`src/rtl/pwm_acc_pkg.sv`:
```
package pwm_acc_pkg;

    localparam int CTRL_W       = 32;
    localparam int DIV_W        = 8;
    localparam int STEP_FIELD_W = 22;

    // Control word as seen on the write and read paths.
    typedef struct packed {
        logic                    enable;
        logic                    request;
        logic [STEP_FIELD_W-1:0] step;
        logic [DIV_W-1:0]        thresh;
    } ctrl_word_t;

    // One set of waveform settings (staged or running).
    typedef struct packed {
        logic [STEP_FIELD_W-1:0] step;
        logic [DIV_W-1:0]        thresh;
    } wave_cfg_t;

    typedef enum logic [1:0] {
        WR_IDLE,
        WR_ALL,
        WR_ENABLE_ONLY
    } wr_kind_t;

    // Keep only the step bits the accumulator can use.
    function automatic logic [STEP_FIELD_W-1:0] trim_step(
        input logic [STEP_FIELD_W-1:0] raw,
        input int unsigned             keep
    );
        logic [STEP_FIELD_W-1:0] mask;
        mask = (STEP_FIELD_W'(1) << keep) - STEP_FIELD_W'(1);
        return raw & mask;
    endfunction

    function automatic logic [CTRL_W-1:0] status_word(
        input logic      en,
        input logic      req,
        input wave_cfg_t cfg
    );
        ctrl_word_t w;
        w.enable  = en;
        w.request = req;
        w.step    = cfg.step;
        w.thresh  = cfg.thresh;
        return w;
    endfunction

endpackage

```
`src/rtl/pwm_ctrl_regs.sv`:
```
module pwm_ctrl_regs
    import pwm_acc_pkg::*;
#(
    parameter int BASE_BITS = 16
) (
    input  logic              clk,
    input  logic              rst,
    input  logic              wr_en,
    input  logic [CTRL_W-1:0] wr_data,
    input  logic              cycle_start,
    output logic              enable,
    output logic              request,
    output wave_cfg_t         staged_cfg,
    output wave_cfg_t         running_cfg
);

    ctrl_word_t wr_word;
    wave_cfg_t  wr_cfg;
    wr_kind_t   wr_kind;

    always_comb begin
        wr_word       = ctrl_word_t'(wr_data);
        wr_cfg.step   = trim_step(wr_word.step, BASE_BITS);
        wr_cfg.thresh = wr_word.thresh;
        if (!wr_en) begin
            wr_kind = WR_IDLE;
        end else if (request) begin
            wr_kind = WR_ENABLE_ONLY;
        end else begin
            wr_kind = WR_ALL;
        end
    end

    always_ff @(posedge clk) begin
        if (rst) begin
            enable      <= 1'b0;
            request     <= 1'b0;
            staged_cfg  <= '0;
            running_cfg <= '0;
        end else begin
            if (request && cycle_start) begin
                running_cfg <= staged_cfg;
                request     <= 1'b0;
            end
            case (wr_kind)
                WR_ALL: begin
                    staged_cfg <= wr_cfg;
                    enable     <= wr_word.enable;
                    request    <= wr_word.request;
                end
                WR_ENABLE_ONLY: begin
                    enable <= wr_word.enable;
                end
                default: begin
                end
            endcase
        end
    end

endmodule

```
`src/rtl/pwm_phase_acc.sv`:
```
module pwm_phase_acc
    import pwm_acc_pkg::*;
#(
    parameter int BASE_BITS = 16
) (
    input  logic                    clk,
    input  logic                    rst,
    input  logic                    enable,
    input  logic [STEP_FIELD_W-1:0] step,
    output logic [BASE_BITS-1:0]    acc,
    output logic                    cycle_start
);

    localparam int SUM_W = STEP_FIELD_W + 1;

    logic [SUM_W-1:0] sum;
    logic             wrap;

    always_comb begin
        sum         = SUM_W'(acc) + SUM_W'(step);
        wrap        = |sum[SUM_W-1:BASE_BITS];
        cycle_start = !enable || (step == '0) || wrap;
    end

    always_ff @(posedge clk) begin
        if (rst) begin
            acc <= '0;
        end else if (!enable) begin
            acc <= '0;
        end else begin
            acc <= sum[BASE_BITS-1:0];
        end
    end

endmodule

```
`src/rtl/pwm_duty_cmp.sv`:
```
module pwm_duty_cmp
    import pwm_acc_pkg::*;
#(
    parameter int BASE_BITS = 16
) (
    input  logic                 enable,
    input  logic [BASE_BITS-1:0] acc,
    input  logic [DIV_W-1:0]     thresh,
    output logic                 pwm
);

    localparam int SHIFT = BASE_BITS - DIV_W;

    logic at_or_above;

    generate
        if (SHIFT == 0) begin : g_direct
            assign at_or_above = (acc >= thresh);
        end else begin : g_shifted
            logic [BASE_BITS-1:0] top;
            assign top         = acc >> SHIFT;
            assign at_or_above = (top >= BASE_BITS'(thresh));
        end
    endgenerate

    assign pwm = enable & at_or_above;

endmodule

```
`src/rtl/pwm_acc_top.sv`:
```
module pwm_acc_top
    import pwm_acc_pkg::*;
#(
    parameter int BASE_BITS = 16
) (
    input  logic              clk,
    input  logic              rst,
    input  logic              wr_en,
    input  logic [CTRL_W-1:0] wr_data,
    output logic [CTRL_W-1:0] rd_data,
    output logic              pwm_out
);

    logic                    en_q;
    logic                    req_q;
    wave_cfg_t               stg_cfg;
    wave_cfg_t               run_cfg;
    logic [BASE_BITS-1:0]    acc_q;
    logic                    cyc_start;
    logic [STEP_FIELD_W-1:0] run_step;
    logic [DIV_W-1:0]        run_thresh;

    assign run_step   = run_cfg.step;
    assign run_thresh = run_cfg.thresh;

    pwm_ctrl_regs #(.BASE_BITS(BASE_BITS)) u_regs (
        .clk         (clk),
        .rst         (rst),
        .wr_en       (wr_en),
        .wr_data     (wr_data),
        .cycle_start (cyc_start),
        .enable      (en_q),
        .request     (req_q),
        .staged_cfg  (stg_cfg),
        .running_cfg (run_cfg)
    );

    pwm_phase_acc #(.BASE_BITS(BASE_BITS)) u_acc (
        .clk         (clk),
        .rst         (rst),
        .enable      (en_q),
        .step        (run_step),
        .acc         (acc_q),
        .cycle_start (cyc_start)
    );

    pwm_duty_cmp #(.BASE_BITS(BASE_BITS)) u_cmp (
        .enable (en_q),
        .acc    (acc_q),
        .thresh (run_thresh),
        .pwm    (pwm_out)
    );

    assign rd_data = status_word(en_q, req_q, stg_cfg);

endmodule

```
`config.mk`:
```
export PLATFORM = sky130hd
export DESIGN_NAME = pwm_acc_top
export DESIGN_NICKNAME = d
export VERILOG_FILES = /design/src/rtl/pwm_acc_pkg.sv /design/src/rtl/pwm_ctrl_regs.sv /design/src/rtl/pwm_phase_acc.sv /design/src/rtl/pwm_duty_cmp.sv /design/src/rtl/pwm_acc_top.sv
export SDC_FILE = /design/constraint.sdc
export NUM_CORES = 1
export LEC_CHECK = 0
export BUFFER_PORTS_ARGS = -buffer_cell sky130_fd_sc_hd__clkbuf_2
export CAP_MARGIN = 30
export CORE_MARGIN = 3
export CORE_UTILIZATION = 56
export CTS_BUF_LIST = sky130_fd_sc_hd__clkbuf_2 sky130_fd_sc_hd__clkbuf_4 sky130_fd_sc_hd__clkbuf_8
export CTS_CLUSTER_SIZE = 30
export DETAILED_ROUTE_END_ITERATION = 6
export PLACE_DENSITY = 0.81
export SYNTH_ARGS = -nofsm -noshare
export SYNTH_HDL_FRONTEND = slang
export SYNTH_SLANG_ARGS = --single-unit
```
`constraint.sdc`:
```
create_clock -name clk -period 3.1 [get_ports clk]
set_clock_uncertainty 0.15 [all_clocks]
set_input_delay 0.465 -clock clk [delete_from_list [all_inputs] [get_ports clk]]
set_output_delay 0.465 -clock clk [all_outputs]
set_load 0.05 [all_outputs]
```
* Word-level counts from Yosys, hierarchy flattened
Index checks and enable logic that the tools add are counted.
** Word-level totals
- Bits in registers :: 66
- Output and inout port bits :: 33
** Cells by class
- Add/subtract/negate cells :: 1
- Equal/unequal tests :: 2
- Mux-type cells :: 4
- Bitwise logic cells :: 2
- Magnitude comparators :: 1
- Reductions and logical operators :: 9
** Operators by type and width (number)
- zero test 22 bit :: 1
- adder 16 x 16 -> 17 bit :: 1
- >= comparator 8 bit :: 1
- OR reduction 7 bit :: 1
- two-way mux 2 bit :: 2
- OR reduction 2 bit :: 2
- == test 2 x 1 -> 1 bit, second input constant :: 1
- == test 2 bit, second input constant :: 1
- logical OR 1 bit :: 2
- two-way mux 1 bit :: 2
- nonzero test 2 bit :: 1
- AND 1 bit :: 1
- logical AND 1 bit :: 1
- zero test 1 bit :: 1
- inverter 1 bit :: 1

* Logic depth before layout (Yosys ltp)
Gate-level depths: netlist of the first run.
- Depth after elaboration :: 6
- Gate-level depth with buffers :: 9
- Gate-level depth less buffers :: 8

* Hierarchy
From an unflattened synthesis of the first run, not the netlist that was laid out.
** Second synthesis, totals
- Cell total of the unflattened synthesis :: 424
- Area, all modules :: 3893.7 sq um
** Modules (own cells, without submodules)
- pwm_ctrl_regs :: cells an instance 208, seq. area each 1001.0 sq um, instances 1, area each 2207.1 sq um
- pwm_phase_acc :: cells an instance 187, seq. area each 320.3 sq um, instances 1, area each 1478.9 sq um
- pwm_duty_cmp :: cells an instance 27, seq. area each 0.0 sq um, instances 1, area each 192.7 sq um
- pwm_acc_top :: cells an instance 2, seq. area each 0.0 sq um, instances 1, area each 15.0 sq um

* Least setup slack after synthesis of the first run
Ideal clock, no wire load.
- Path kind :: flip-flop to flip-flop
- Start :: register u_regs.running_cfg[8] (netlist bit)
- End :: register u_regs.running_cfg[13] (netlist bit)
- Period minus slack after synthesis :: 2552 ps
- Library setup time :: 125 ps
- Path buffers :: 1
- Stages on the path, launching flop included :: 10
- Path slack :: 548 ps
- Arrival time :: 2276 ps
- Cells stage by stage :: dfxtp_1 -> ha_1 -> fa_1 -> a211oi_2 -> o21ai_2 -> and3_4 -> o31ai_4 -> buf_8 -> mux2i_1 -> nor2_1
** On the way
- Word-level cells in the longest chain between the ends :: 4
- Elaborated cells on any way between the ends :: 6
- Classes of those cells :: add/sub: 1; reduce/logical: 5
** Ends and longest elaborated chain
- start, declared :: line pwm_ctrl_regs.sv:14 : output wave_cfg_t running_cfg
- start signal, assigned :: line pwm_ctrl_regs.sv:42 : running_cfg <= staged_cfg;
- adder 16 x 16 -> 17 bit / zero test 22 bit (equally long branches) :: line pwm_phase_acc.sv:20, pwm_phase_acc.sv:22
- OR reduction 7 bit / logical OR 1 bit (equally long branches) :: line pwm_phase_acc.sv:21, pwm_phase_acc.sv:22
- logical OR 1 bit (*) :: line pwm_phase_acc.sv:22 : cycle_start = !enable || (step == '0) || wrap;
- logical AND 1 bit (*) :: line pwm_ctrl_regs.sv:41 : if (request && cycle_start) begin
Mark *: on every way between the ends. The rest lies on a longest branch, timed or not.
A chain may end at the register's enable or synchronous reset.

* Worst setup path after layout of the first run
- Start :: register u_regs.running_cfg[8] (netlist bit)
- End :: register u_regs.running_cfg[12] (netlist bit)
The elaborated chain is that of the path after synthesis.

==> results of run 1 <==
[flip-flops by register name, indices dropped and copies added, names as in the netlist]
name                cells
u_regs.request          1
u_regs.enable           1
u_acc.acc              16
u_regs.staged_cfg      24
u_regs.running_cfg     24
[synthesized netlist by cell type, drive strengths merged, types with 2 or more instances]
| master | count |
|---|---|
| a21oi | 38 |
| nor3 | 3 |
| ha | 24 |
| and3 | 2 |
| dfxtp | 66 |
| a2111oi | 2 |
| mux2i | 26 |
| nor2b | 4 |
| o31ai | 3 |
| nand4 | 4 |
| buf | 10 |
| o211ai | 3 |
| xnor2 | 5 |
| nand2b | 4 |
| a211o | 2 |
| xor2 | 5 |
| nand2 | 55 |
| and2 | 3 |
| inv | 11 |
| nor4 | 4 |
| a211oi | 3 |
| a21o | 7 |
| nor2 | 39 |
| o21ai | 8 |
| o21a | 2 |
| clkbuf | 12 |
[cell families (layout without fill, tap and decap cells)]
| family | Yosys count | after routing |
|---|---|---|
| other | 1 | 6 |
| xor gates and xnor gates | 10 | 10 |
| buffers and inverters | 34 | 85 |
| adders and majority gates | 25 | 25 |
| muxes | 26 | 26 |
| and+or+nand+nor | 122 | 122 |
| DFF | 66 | 66 |
| AOI/OAI and AO/OA | 73 | 73 |
[through the flow]
| stage | cell area, sq um | total power (uW) | utilization |
|---|---|---|---|
| after global routing | 3696 | 1909 | 0.6671 |
| after global placement | 3497 | 1132 | 0.6312 |
| after detailed placement | 3497 | 1137 | 0.6312 |
| after floorplan | 3259 | 1090 | - |
| final | 3696 | 1841 | 0.6671 |
| after CTS | 3696 | 1850 | 0.6671 |
[path summary, 6_finish.rpt]
check	to	slack [ps]	cells after the start
setup / recovery	u_regs.running_cfg[12]	290	9
hold / removal	u_regs.staged_cfg[2]	180	3
setup reg to reg	u_regs.running_cfg[12]	290	9
hold reg to reg	u_regs.staged_cfg[11]	330	2
[final cells by class]
cell class | instances | share of cell area
clock buffers | 11 | 0.03927
repair buffers | 58 | 0.08395
flip-flops and latches | 66 | 0.3575
clock inverters | 5 | 0.01456
inverters | 11 | 0.01117
well taps | 72 | 0.02437
multi-input cells | 262 | 0.4692
[critical path, stage by stage, from the launching register on]
cell and delay (ps):
dfxtp_1 340, ha_1 240, fa_1 460, a211oi_2 300
o21ai_2 140, and3_4 190, o31ai_4 350, buf_12 250
mux2i_1 210, nor2_1 50
[power groups by stage]
stage	registers [uW]	logic, uW	clock network, uW
2_1_floorplan	971	118	0
3_3_place_gp	913	219	0
3_5_place_dp	914	223	0
4_1_cts	895	223	732
6_report	895	222	725
5_1_grt	897	241	770
[per-layer routing]
metal | wire length [um] | vias to the layer above | share of wire | GRT usage
li1 | - | 1320 | - | -
met1 | 3177 | 1199 | 0.46 | 0.2954
met2 | 3320 | 51 | 0.48 | 0.3675
met3 | 263 | 17 | 0.038 | 0.04167
met4 | 177 | 0 | 0.026 | 0.1096
met5 | 0 | - | 0 | 0
==> results, run 1 <==
- The run finished with clean final reports.
- In this run the mean area of a mapped cell was 9.077 sq um.
- The number of setup buffers added after CTS is 0.
- In this run, synthesis produced a sequential element count of 66.
- The clock slew seen by the registers of the worst setup and hold paths is 70 ps.
- The TritonCTS clock tree is yes.
- The synthesized netlist occupies a cell area of roughly 3200 sq um.
- The standby leakage power is around 0.0018 uW.
- After detailed placement, the design holds a cell count of 469.
- The pre-CTS setup slack is 316.5 ps.
- The required time of the critical path is 3170 ps.
- The H-tree was split into 3 levels.
- After synthesis, the share of flip-flops with an asynchronous set or reset is 0.
- The share of synthesized area spent on multiplexers is 0.08031.
- The x dimension of the die is 82.07 um.
- Across all setup checks in the final design, the least slack found is 294.3 ps.
- The number of pins exceeding their max-slew limit in the final report is 0.
- Of the post-synthesis cell area, the dominant cell type holds 0.4077.
- Yosys printed 0 warnings.
- In the final layout, flip-flops and latches occupy about 1300 sq um.
- For the pin with the worst max-slew slack, the measured transition is 894.7 ps.
- The type of the worst min-delay path is in -> reg.
- Using the TritonRoute via totals, the vias-per-cell ratio works out to 5.334.
- The tree is rooted in a clkbuf_8.
- The fraction of power spent switching nets is 0.2753.
- Summed over all layers, the global routing overflow is 0.
- The share of the synthesized area in compound gates (AO/OA/AOI/OAI) came to 0.1521.
- The worst slew margin relative to its limit is 0.4035.
- The biggest area consumer among synthesized cells is dfxtp_1.
- The number of failing setup endpoints in the final timing report is 0.
- Along the worst path, the maximum fanout reaches 21.
- Of the cells placed in the final design, the portion with a size suffix greater than 1 is 0.2034.
- The type of element capturing the critical path is a flip-flop.
- The internal power component is ~1300 uW.
- The number of nets in the finished design is roughly 470.
- The commonest non-fill, non-tap cell in the layout is dfxtp_1.
- The main combinational cell family by area after synthesis is simple AND/OR/NAND/NOR gates.
- The maximum vdd drop is about 0.0004 V.
- Timing would allow up to ~0.36 GHz.
- After technology mapping, the gate count stands at ~360.
- The final HPWL from detailed placement is ~5200 um.
- The relative contribution of the clock network to total power is 0.394.
- Fill cells in the final layout number 477.
- The number of placement rows is 27.
- In the synthesized netlist the dominant register cell turns out to be dfxtp_1.
- The synthesized design contains 0 enable-type register cells.
- The total global routing track utilization is 0.2287.
- The category of the worst setup path launch point is a flip-flop.
- In this run, CTS created clock tree buffers numbering 9.
- Setup repair after global routing left no endpoint under its margin.
- During placement, the flow inserted port buffers numbering 55.
- The detailed-route via count is between 2,000 and 3,000.
- The worst-case hold slack is about 180 ps.
- For this run, design rule violations remaining after detail routing come to 0.
- The number of global-route vias before repair was around 2,500.
- The number of hold buffers added after CTS is 0.
- The sequential fraction of design power is 0.486.
- The number of hold violations in the final report is 0.
- The startpoint identified for the worst register-to-register timing path is u_regs.running_cfg[8].
- The number of gates resized after CTS was 0.
- The maximum number of pins on one net before global-route repair is 31.
- The number of different library cells used by synthesis comes to 46.
- The clock reaches the later pin of the worst-skew pair after roughly 340 ps.
- The max capacitance violation total is 0.
- Of the available clock period, the critical path in the final layout requires 0.9050.
- Sorting the synthesized cells by area gives the leading types as dfxtp_1, ha_1, mux2i_1.
- The total length of routed wires is a little under 7000 um.
- In this run the power density over the cells is 498.2 nW/um^2.
- The post-synthesis adder-cell area fraction is 0.09884.
- The initial antenna violation count was 0.
- The sequential element share of the synthesized area is 0.4077.
- For the worst setup path, the data arrival time is approximately 2900 ps.
- For this design, the sink count on the clock tree is 66.
- The core footprint is around 5500 sq um.
- The critical path is of the reg -> reg type.
- Of the total synthesized cell area, the portion taken by XOR and XNOR cells is 0.02703.
- The area growth from synthesis to layout is 14.05%.
- 0 antenna diodes ended up in the layout.
- The number of detailed-route iterations in the first pass is 4.
- The final estimated routing congestion in global placement is between 0.8 and 0.9.
- The floorplan step defined a die boundary enclosing around 6700 sq um.
- The smallest clock period supported by the final layout is computed as about 2800 ps.
- Summed over all failing endpoints, the final setup total negative slack is 0 ps.
- The total I/O pin count is 68.
- The final instance count without filler cells is 485.
- The chip height is slightly above 80 um.
- In this run the remaining antenna-violating nets after routing total 0.
- The maximum number of buffers from clock root to sink is 2.
- Dividing the detail-routed wire length by the instance count gives ~14 um.
- The critical hold path startpoint is wr_data[2].
- The share of synthesized cell area in and, or, nand and nor gates is 0.1691.
- The critical path starts at u_regs.running_cfg[8].
- The multi-input combinational cell area is around 1700 sq um.
- Of the total power, combinational logic draws 0.120.
- The detailed router's first-iteration violation count is 140.
- The wire length of the first global-routing pass is about 12,000 um.
- The effective utilization at floorplan is 0.5849.
- Leaving out fill and tap cells, the most frequent cells in the layout are dfxtp_1, nand2_1, clkbuf_2, nor2_1, a21oi_1.
- Summed over all nets, the switching power comes to ~510 uW.
(Power assumes the default switching activity.)
==> run 2, diff against run 1 <==
--- a/config.mk
+++ b/config.mk
@@ -7,11 +7,11 @@
 export LEC_CHECK = 0
 export BUFFER_PORTS_ARGS = -buffer_cell sky130_fd_sc_hd__clkbuf_2
 export CAP_MARGIN = 30
-export CORE_MARGIN = 3
 export CORE_UTILIZATION = 56
 export CTS_BUF_LIST = sky130_fd_sc_hd__clkbuf_2 sky130_fd_sc_hd__clkbuf_4 sky130_fd_sc_hd__clkbuf_8
 export CTS_CLUSTER_SIZE = 30
 export DETAILED_ROUTE_END_ITERATION = 6
+export GPL_TIMING_DRIVEN = 0
 export PLACE_DENSITY = 0.81
 export SYNTH_ARGS = -nofsm -noshare
 export SYNTH_HDL_FRONTEND = slang
==> run 2 against run 1 <==
Net effect:
- critical path depth did not move
- sequential power barely moved
- utilization rose by 2.1 points
- sequential share of layout area fell by 1.1 points
- clock power fell by 1%
- critical path type unchanged
==> results, run 2 (synthesized netlist as in run 1, its figures left out) <==
- Status: finished clean (unchanged).
- The antenna cell count is 0 (unchanged).
- The number of pins exceeding their max-slew limit in the final report came to 0 (unchanged).
- The final estimated routing congestion in global placement is 0.9005 (was 0.8513).
- The maximum cell stage delay along the critical path is 450 ps (was 460 ps).
- The total chip power was 1850 uW (was 1841 uW).
- The core footprint was 5540 sq um (unchanged).
- The master cell of the clock root buffer is clkbuf_8 (unchanged).
- The maximum vdd drop is 0.0003663 V (was 0.0003996 V).
- The number of detailed-route iterations in the first pass is 4 (unchanged).
- The CTS buffer count came to 9 (unchanged).
- The detailed router's first-iteration violation count is 154 (was 140).
- The source of the critical timing path is u_regs.running_cfg[8] (unchanged).
- Largest registers: u_regs.running_cfg: 24 flops, u_regs.staged_cfg: 24 flops, u_acc.acc: 16 flops (unchanged).
- The type of element capturing the critical path is a flip-flop (unchanged).
- The fraction of final layout cells with drive strength greater than 1 was 0.2070 (was 0.2034).
- The slowest stage cell on the critical path is fa_1 (unchanged).
- The minimum clock period is 2840 ps (was 2806 ps).
- The number of hold violations in the final report came to 0 (unchanged).
- The post-route antenna net violation count is 0 (unchanged).
- The end of the worst register-to-register path was u_regs.running_cfg[4] (was u_regs.running_cfg[12]).
- The TritonCTS clock tree is yes (unchanged).
- The remaining global-route overflow is 0 (unchanged).
- The average wire length per cell after detail routing was 14.65 um (was 14.31 um).
- The chip height is 78.07 um (was 82.07 um).
- The number of buffers added on ports came to 54 (was 55).
- The clock slew seen by the registers of the worst setup and hold paths is 70 ps (about the same).
- The maximum number of buffers from clock root to sink is 2 (unchanged).
- The commonest non-fill, non-tap cell in the layout is dfxtp_1 (unchanged).
- The sink count of the clock tree came to 66 (unchanged).
- The post-cts gate resize count came to 0 (unchanged).
- The detailed-route via count was 2,759 (was 2,587).
- The ratio of routed vias to standard cells is 5.496 (was 5.334).
- The pin slew with the least headroom to its limit is 731.3 ps (was 894.7 ps).
- The effective utilization at floorplan is 0.5849 (unchanged).
- The category of the worst setup path launch point is a flip-flop (unchanged).
- The total setup buffers inserted after CTS is 0 (unchanged).
- Leading cell types in the layout, fill and taps excluded: dfxtp_1, nand2_1, clkbuf_2, nor2_1, a21oi_1 (unchanged).
- The arrival time reported for the critical path endpoint came to 2920 ps (was 2880 ps).
- The total I/O pin count is 68 (unchanged).
- The number of placement rows is 27 (unchanged).
- The wire length of the first global-routing pass is 12,050 um (was 11,540 um).
- The area of placed instances is 3620 sq um (was 3497 sq um).
- The number of failing setup endpoints in the final timing report is 0 (unchanged).
- The setup TNS is 0 ps (unchanged).
- The post-layout instance area is 3811 sq um (was 3696 sq um).
- The x dimension of the die is 78.07 um (was 82.07 um).
- The initial antenna violation count is 0 (unchanged).
- Setup repair after global routing missed its margin: false (unchanged).
- The max capacitance violation total is 0 (unchanged).
- The number of stages on the worst hold path is 3 (unchanged).
- The startpoint of the most critical register-to-register path is u_regs.running_cfg[8] (unchanged).
- The type of the worst min-delay path is in -> reg (unchanged).
- The relative area change from synthesis to final layout came to 17.61% (was 14.05%).
- The family of cells with the greatest summed delay on the critical path is compound AO/OA/AOI/OAI gates (unchanged).
- The worst-case hold slack is 189.3 ps (was 182.4 ps).
- The total length of routed wires came to 7355 um (was 6938 um).
- The type of the worst setup path is reg -> reg (unchanged).
- The final critical-path share of the clock period is 0.9161 (was 0.9050).
- The setup slack of the most critical reg-to-reg path is 260 ps (was 290 ps).
- The final HPWL from detailed placement is 5565 um (was 5205 um).
- The utilization of the core after routing was 0.6879 (was 0.6671).
- The power per unit of standard cell area is 485.5 nW/um^2 (was 498.2 nW/um^2).
- The worst slew margin relative to its limit is 0.4999 (was 0.4035).
- The worst-skew pair later-pin latency is 340 ps (about the same).
- The deepest level of the CTS H-tree is 3 (unchanged).
- The standby leakage power was 0.001845 uW (was 0.001787 uW).
- The number of global-route vias before repair is 2,655 (was 2,479).
- The number of hold buffers added after CTS is 0 (unchanged).
- The required time of the critical path came to 3180 ps (was 3170 ps).
- The highest net fanout along the worst path was 10 (was 21).
- The highest achievable clock rate is 0.3521 GHz (was 0.3564 GHz).
- The worst-case hold path end point is u_regs.staged_cfg[16] (was u_regs.staged_cfg[2]).
- The total die area is 6095 sq um (was 6735 sq um).
- The critical hold path startpoint is wr_data[16] (was wr_data[2]).
- The total global routing track utilization was 0.2564 (was 0.2287).
- The maximum number of pins on one net before global-route repair is 11 (was 31).
- Cell-by-cell listing of the critical path: ha_1 -> fa_1 -> a211oi_2 -> o21ai_2 -> and3_4 -> o31ai_4 -> buf_8 -> mux2i_1 -> nor2_1 (was ha_1 -> fa_1 -> a211oi_2 -> o21ai_2 -> and3_4 -> o31ai_4 -> buf_12 -> mux2i_1 -> nor2_1).
- The worst path buffer plus inverter count is 1 (unchanged).
- The worst-case reg-to-reg path depth is 9 (unchanged).
- The number of nets in the finished design came to 487 (was 468).
- The number of DRC violations after detailed routing is 0 (unchanged).
==> run 2: cell type report <==
class	count	area (sq um)
buffer	23	165.2
multi-input combinational	262	1732
clock inverter	3	40.04
tap	72	90.09
inverter	11	41.29
sequential	66	1321
clock buffer	11	151.4
fill	456	1729
timing repair buffer	54	270.3
==> run 2: worst max path at each step <==
stage / endpoint / slack, ps / cells after the start
after global placement: u_regs.running_cfg[13] / 320 / 9
after detailed placement: u_regs.running_cfg[15] / 280 / 9
after global routing: u_regs.running_cfg[4] / 90 / 9
after CTS: u_regs.running_cfg[15] / 250 / 9
after floorplan: u_regs.running_cfg[13] / 550 / 9
final: u_regs.running_cfg[4] / 260 / 9
==> run 2: where the power goes <==
| group | leakage, uW | total, uW | internal (uW) | switching, uW |
|---|---|---|---|---|
| sequential | 0.000537 | 896 | 873 | 22.6 |
| clock | 0.000101 | 715 | 404 | 312 |
| combinational | 0.00121 | 239 | 74.1 | 165 |
| total | 0.00185 | 1850 | 1350 | 500 |
==> run 2: stage by stage <==
step	setup slack (ps)	cells
floorplan	548.5	362
global placement	319.8	488
detailed placement	275.2	488
CTS	251.8	502
global route	85.61	502
finish	260.1	502
==> run 2: per-layer routing <==
| metal | GRT usage | wire length [um] |
|---|---|---|
| met1 | 0.3059 | 3166 |
| met5 | 0 | 0 |
| met4 | 0.1204 | 199 |
| met2 | 0.4430 | 3606 |
| met3 | 0.04884 | 383 |
==> run 2: tightest hold or removal path, cell delays in order <==
cell and delay (ps):
clkbuf_2 80, nand2_1 40, a21oi_1 50
==> run 3, diff against run 2 <==
--- a/config.mk
+++ b/config.mk
@@ -7,12 +7,13 @@
 export LEC_CHECK = 0
 export BUFFER_PORTS_ARGS = -buffer_cell sky130_fd_sc_hd__clkbuf_2
 export CAP_MARGIN = 30
-export CORE_UTILIZATION = 56
+export CORE_UTILIZATION = 58
 export CTS_BUF_LIST = sky130_fd_sc_hd__clkbuf_2 sky130_fd_sc_hd__clkbuf_4 sky130_fd_sc_hd__clkbuf_8
 export CTS_CLUSTER_SIZE = 30
 export DETAILED_ROUTE_END_ITERATION = 6
 export GPL_TIMING_DRIVEN = 0
-export PLACE_DENSITY = 0.81
+export PLACE_DENSITY = 0.82
 export SYNTH_ARGS = -nofsm -noshare
 export SYNTH_HDL_FRONTEND = slang
+export SYNTH_HIERARCHICAL = 1
 export SYNTH_SLANG_ARGS = --single-unit
==> run 3 against run 2 <==
Net effect:
- final cell count rose by 18%
- fmax down 6.5%
- clock-buffer cell count stayed put
- die area increased by 16%
- register-to-register slack lost 200 ps
- worst setup slack worse by 200 ps
- the run now ends with design-rule violations left
- largest cell class unchanged
==> results, run 3 <==
- The maximum number of buffers from clock root to sink is 2 (unchanged).
- The type of element capturing the critical path is a flip-flop (unchanged).
- The number of hold buffers added after CTS is 0 (unchanged).
- The detailed router's first-iteration violation count is 141 (was 154).
- The biggest area consumer among synthesized cells is dfxtp_1 (unchanged).
- The pin slew with the least headroom to its limit came to 536.4 ps (was 731.3 ps).
- The most numerous cell in the Yosys netlist is dfxtp_1 (unchanged).
- The type of the worst min-delay path was in -> reg (unchanged).
- Most numerous cell types in the synthesized netlist: dfxtp_1, nand2b_1, nor2_1 (was dfxtp_1, nand2_1, nor2_1).
- The pre-CTS setup slack is -380.3 ps (was 275.2 ps).
- The TritonCTS clock tree is yes (unchanged).
- The required time of the critical path came to 3210 ps (was 3180 ps).
- The area of placed instances is 4307 sq um (was 3620 sq um).
- The sink count of the clock tree is 66 (unchanged).
- The post-route worst setup slack is 61.86 ps (was 260.1 ps).
- The relative area change from synthesis to final layout was 19.83% (was 17.61%).
- The utilization of the core after routing was 0.7265 (was 0.6879).
- The final critical-path share of the clock period came to 0.9800 (was 0.9161).
- The clock slew seen by the registers of the worst setup and hold paths is 80 ps (was 70 ps).
- Largest registers: u_regs/running_cfg: 24 flops, u_regs/staged_cfg: 24 flops, u_acc/acc: 16 flops (was u_regs.running_cfg: 24 flops, u_regs.staged_cfg: 24 flops, u_acc.acc: 16 flops).
- The highest net fanout along the worst path is 6 (was 10).
- The synthesized area divided by synthesized cell count came to 9.183 sq um (was 9.077 sq um).
- The synthesized netlist cell count was 424 (was 357).
- The master cell of the clock root buffer is clkbuf_8 (unchanged).
- The total I/O pin count is 68 (unchanged).
- The final estimated routing congestion in global placement is 0.8482 (was 0.9005).
- The post-route antenna net violation count came to 0 (unchanged).
- The share of flip-flops with an asynchronous set or reset came to 0 (unchanged).
- The arrival time reported for the critical path endpoint is 3150 ps (was 2920 ps).
- The commonest non-fill, non-tap cell in the layout was dfxtp_1 (unchanged).
- The effective utilization at floorplan is 0.6063 (was 0.5849).
- The post-synthesis cell type count is 57 (was 46).
- The number of DRC violations after detailed routing is 2 (was 0).
- The worst slew margin relative to its limit is 0.6377 (was 0.4999).
- The sequential element share of the synthesized area is 0.3393 (was 0.4077).
- The CTS buffer count is 9 (unchanged).
- The initial antenna violation count is 0 (unchanged).
- The chip height was 83.94 um (was 78.07 um).
- The number of enable flip-flop cells after synthesis is 0 (unchanged).
- Leading cell types in the layout, fill and taps excluded: dfxtp_1, clkbuf_2, nand2b_1, nor2_1, mux2i_1 (was dfxtp_1, nand2_1, clkbuf_2, nor2_1, a21oi_1).
- The power per unit of standard cell area is 436.1 nW/um^2 (was 485.5 nW/um^2).
- The number of global-route vias before repair is 3,317 (was 2,655).
- The standby leakage power is 0.002028 uW (was 0.001845 uW).
- The minimum clock period is 3038 ps (was 2840 ps).
- The category of the worst setup path launch point is a flip-flop (unchanged).
- The final instance count without filler cells is 590 (was 502).
- The post-layout instance area is 4666 sq um (was 3811 sq um).
- The number of hold violations in the final report is 0 (unchanged).
- The flip-flop and latch count after synthesis was 66 (unchanged).
- The deepest level of the CTS H-tree is 3 (unchanged).
- Setup repair after global routing missed its margin: true (was false).
- The number of failing setup endpoints in the final timing report came to 0 (unchanged).
- The total global routing track utilization is 0.2730 (was 0.2564).
- The number of buffers added on ports was 55 (was 54).
- The antenna cell count was 0 (unchanged).
- The cell area after technology mapping is 3894 sq um (was 3241 sq um).
- The fraction of final layout cells with drive strength greater than 1 is 0.2515 (was 0.2070).
- The average wire length per cell after detail routing came to 15.94 um (was 14.65 um).
- The x dimension of the die is 83.94 um (was 78.07 um).
- The checks that failed: design-rule violations.
- The total length of routed wires was 9404 um (was 7355 um).
- The worst-skew pair later-pin latency is 340 ps (about the same).
- The number of stages on the worst hold path is 3 (unchanged).
- The share of the synthesized area in the top cell type is 0.3393 (was 0.4077).
- The total die area is 7045 sq um (was 6095 sq um).
- The max capacitance violation total is 0 (unchanged).
- The maximum number of pins on one net before global-route repair came to 13 (was 11).
- The wire length of the first global-routing pass was 15,310 um (was 12,050 um).
- Status: complete, but fails checks (was finished clean).
- The worst-case reg-to-reg path depth came to 11 (was 9).
- The number of nets in the finished design came to 568 (was 487).
- The number of detailed-route iterations in the first pass is 7 (was 4).
- The number of pins exceeding their max-slew limit in the final report is 0 (unchanged).
- Top post-synthesis cells by area: dfxtp_1, nand2b_1, ha_1 (was dfxtp_1, ha_1, mux2i_1).
- The ratio of routed vias to standard cells is 5.736 (was 5.496).
- The final HPWL from detailed placement is 6574 um (was 5565 um).
- The post-placement cell count is 567 (was 488).
- The dominant synthesized flop cell is dfxtp_1 (unchanged).
- The core footprint came to 6422 sq um (was 5540 sq um).
- The count of synthesis-stage warnings from yosys is 6 (was 0).
- The number of placement rows is 29 (was 27).
- The detailed-route via count is 3,384 (was 2,759).
- The type of the worst setup path was reg -> reg (unchanged).
- The maximum vdd drop is 0.0004481 V (was 0.0003663 V).
- The worst-case hold slack came to 219.9 ps (was 189.3 ps).
- The remaining global-route overflow was 0 (unchanged).
- The highest achievable clock rate is 0.3291 GHz (was 0.3521 GHz).
## run 3: cell count changes after synthesis, sizes merged, moves of 4 or more
cell,before,now
a21oi,38,16
xnor2,5,9
nor3,3,8
nor2,39,28
buf,10,25
nand4bb,0,24
or2,1,5
o21ai,8,36
nand2,55,14
nand2b,4,51
nand3,1,7
inv,11,19
## run 3: final timing paths
check	startpoint	end	slack, ps
worst min register to register	u_regs/running_cfg[3]	u_regs/running_cfg[3]	330
worst min-delay path	wr_data[6]	u_regs/staged_cfg[6]	220
worst max register to register	u_regs/running_cfg[8]	u_regs/running_cfg[20]	60
worst max-delay path	u_regs/running_cfg[8]	u_regs/running_cfg[20]	60
## run 3: final cells by class
type	instances	area (sq um)
clock buffer	11	151.4
timing repair buffer	63	356.6
tap	77	96.34
multi-input combinational	314	2321
buffer	35	259.0
sequential	66	1325
clock inverter	5	85.08
inverter	19	71.32
fill	472	1757
## run 3: logic make-up after synthesis
family	share of synthesized area
buf+inv	0.08612
simple gates	0.2484
compound gates	0.1462
xor+xnor	0.02699
other cells	0.0009631
mux	0.06973
flops	0.3393
fa+ha+maj	0.08226
## run 3: what timing repair did
item | in CTS | in global routing
pin swaps | 5 | 9
endpoints found under the setup margin | 25 | 16
resized for setup | 4 | 9
cloned | 0 | 1
buffers inserted | 2 | 5
## run 3: critical path: stages, from the launching register on
cell	delay, ps
dfxtp_4	360
ha_4	170
fa_2	360
a211o_1	340
a211oi_2	280
o21ba_2	220
o21ai_2	80
mux2i_2	240
o2111ai_4	230
nand2_8	180
clkbuf_16	160
mux2i_1	200
## run 3: through the flow
step                setup TNS (ps)  total power [uW]
floorplan                        0              1126
global placement             -5468              1188
detailed placement           -7376              1193
CTS                              0              2030
global route                -332.2              2102
finish                           0              2035
## run 3: where the power goes
part / leakage, uW / internal [uW] / switching, uW
Sequential: 0.000538 / 873 / 17.7
Combinational: 0.00137 / 108 / 190
Clock: 0.000116 / 501 / 345
## run 3: metal layers
| layer | GRT usage | routed length [um] | vias to the layer above |
|---|---|---|---|
| met2 | 0.4620 | 4545 | 114 |
| met1 | 0.3340 | 4164 | 1596 |
| met3 | 0.04847 | 484 | 22 |
| met4 | 0.1332 | 209 | 0 |
| met5 | 0 | 0 | - |
| li1 | - | - | 1652 |
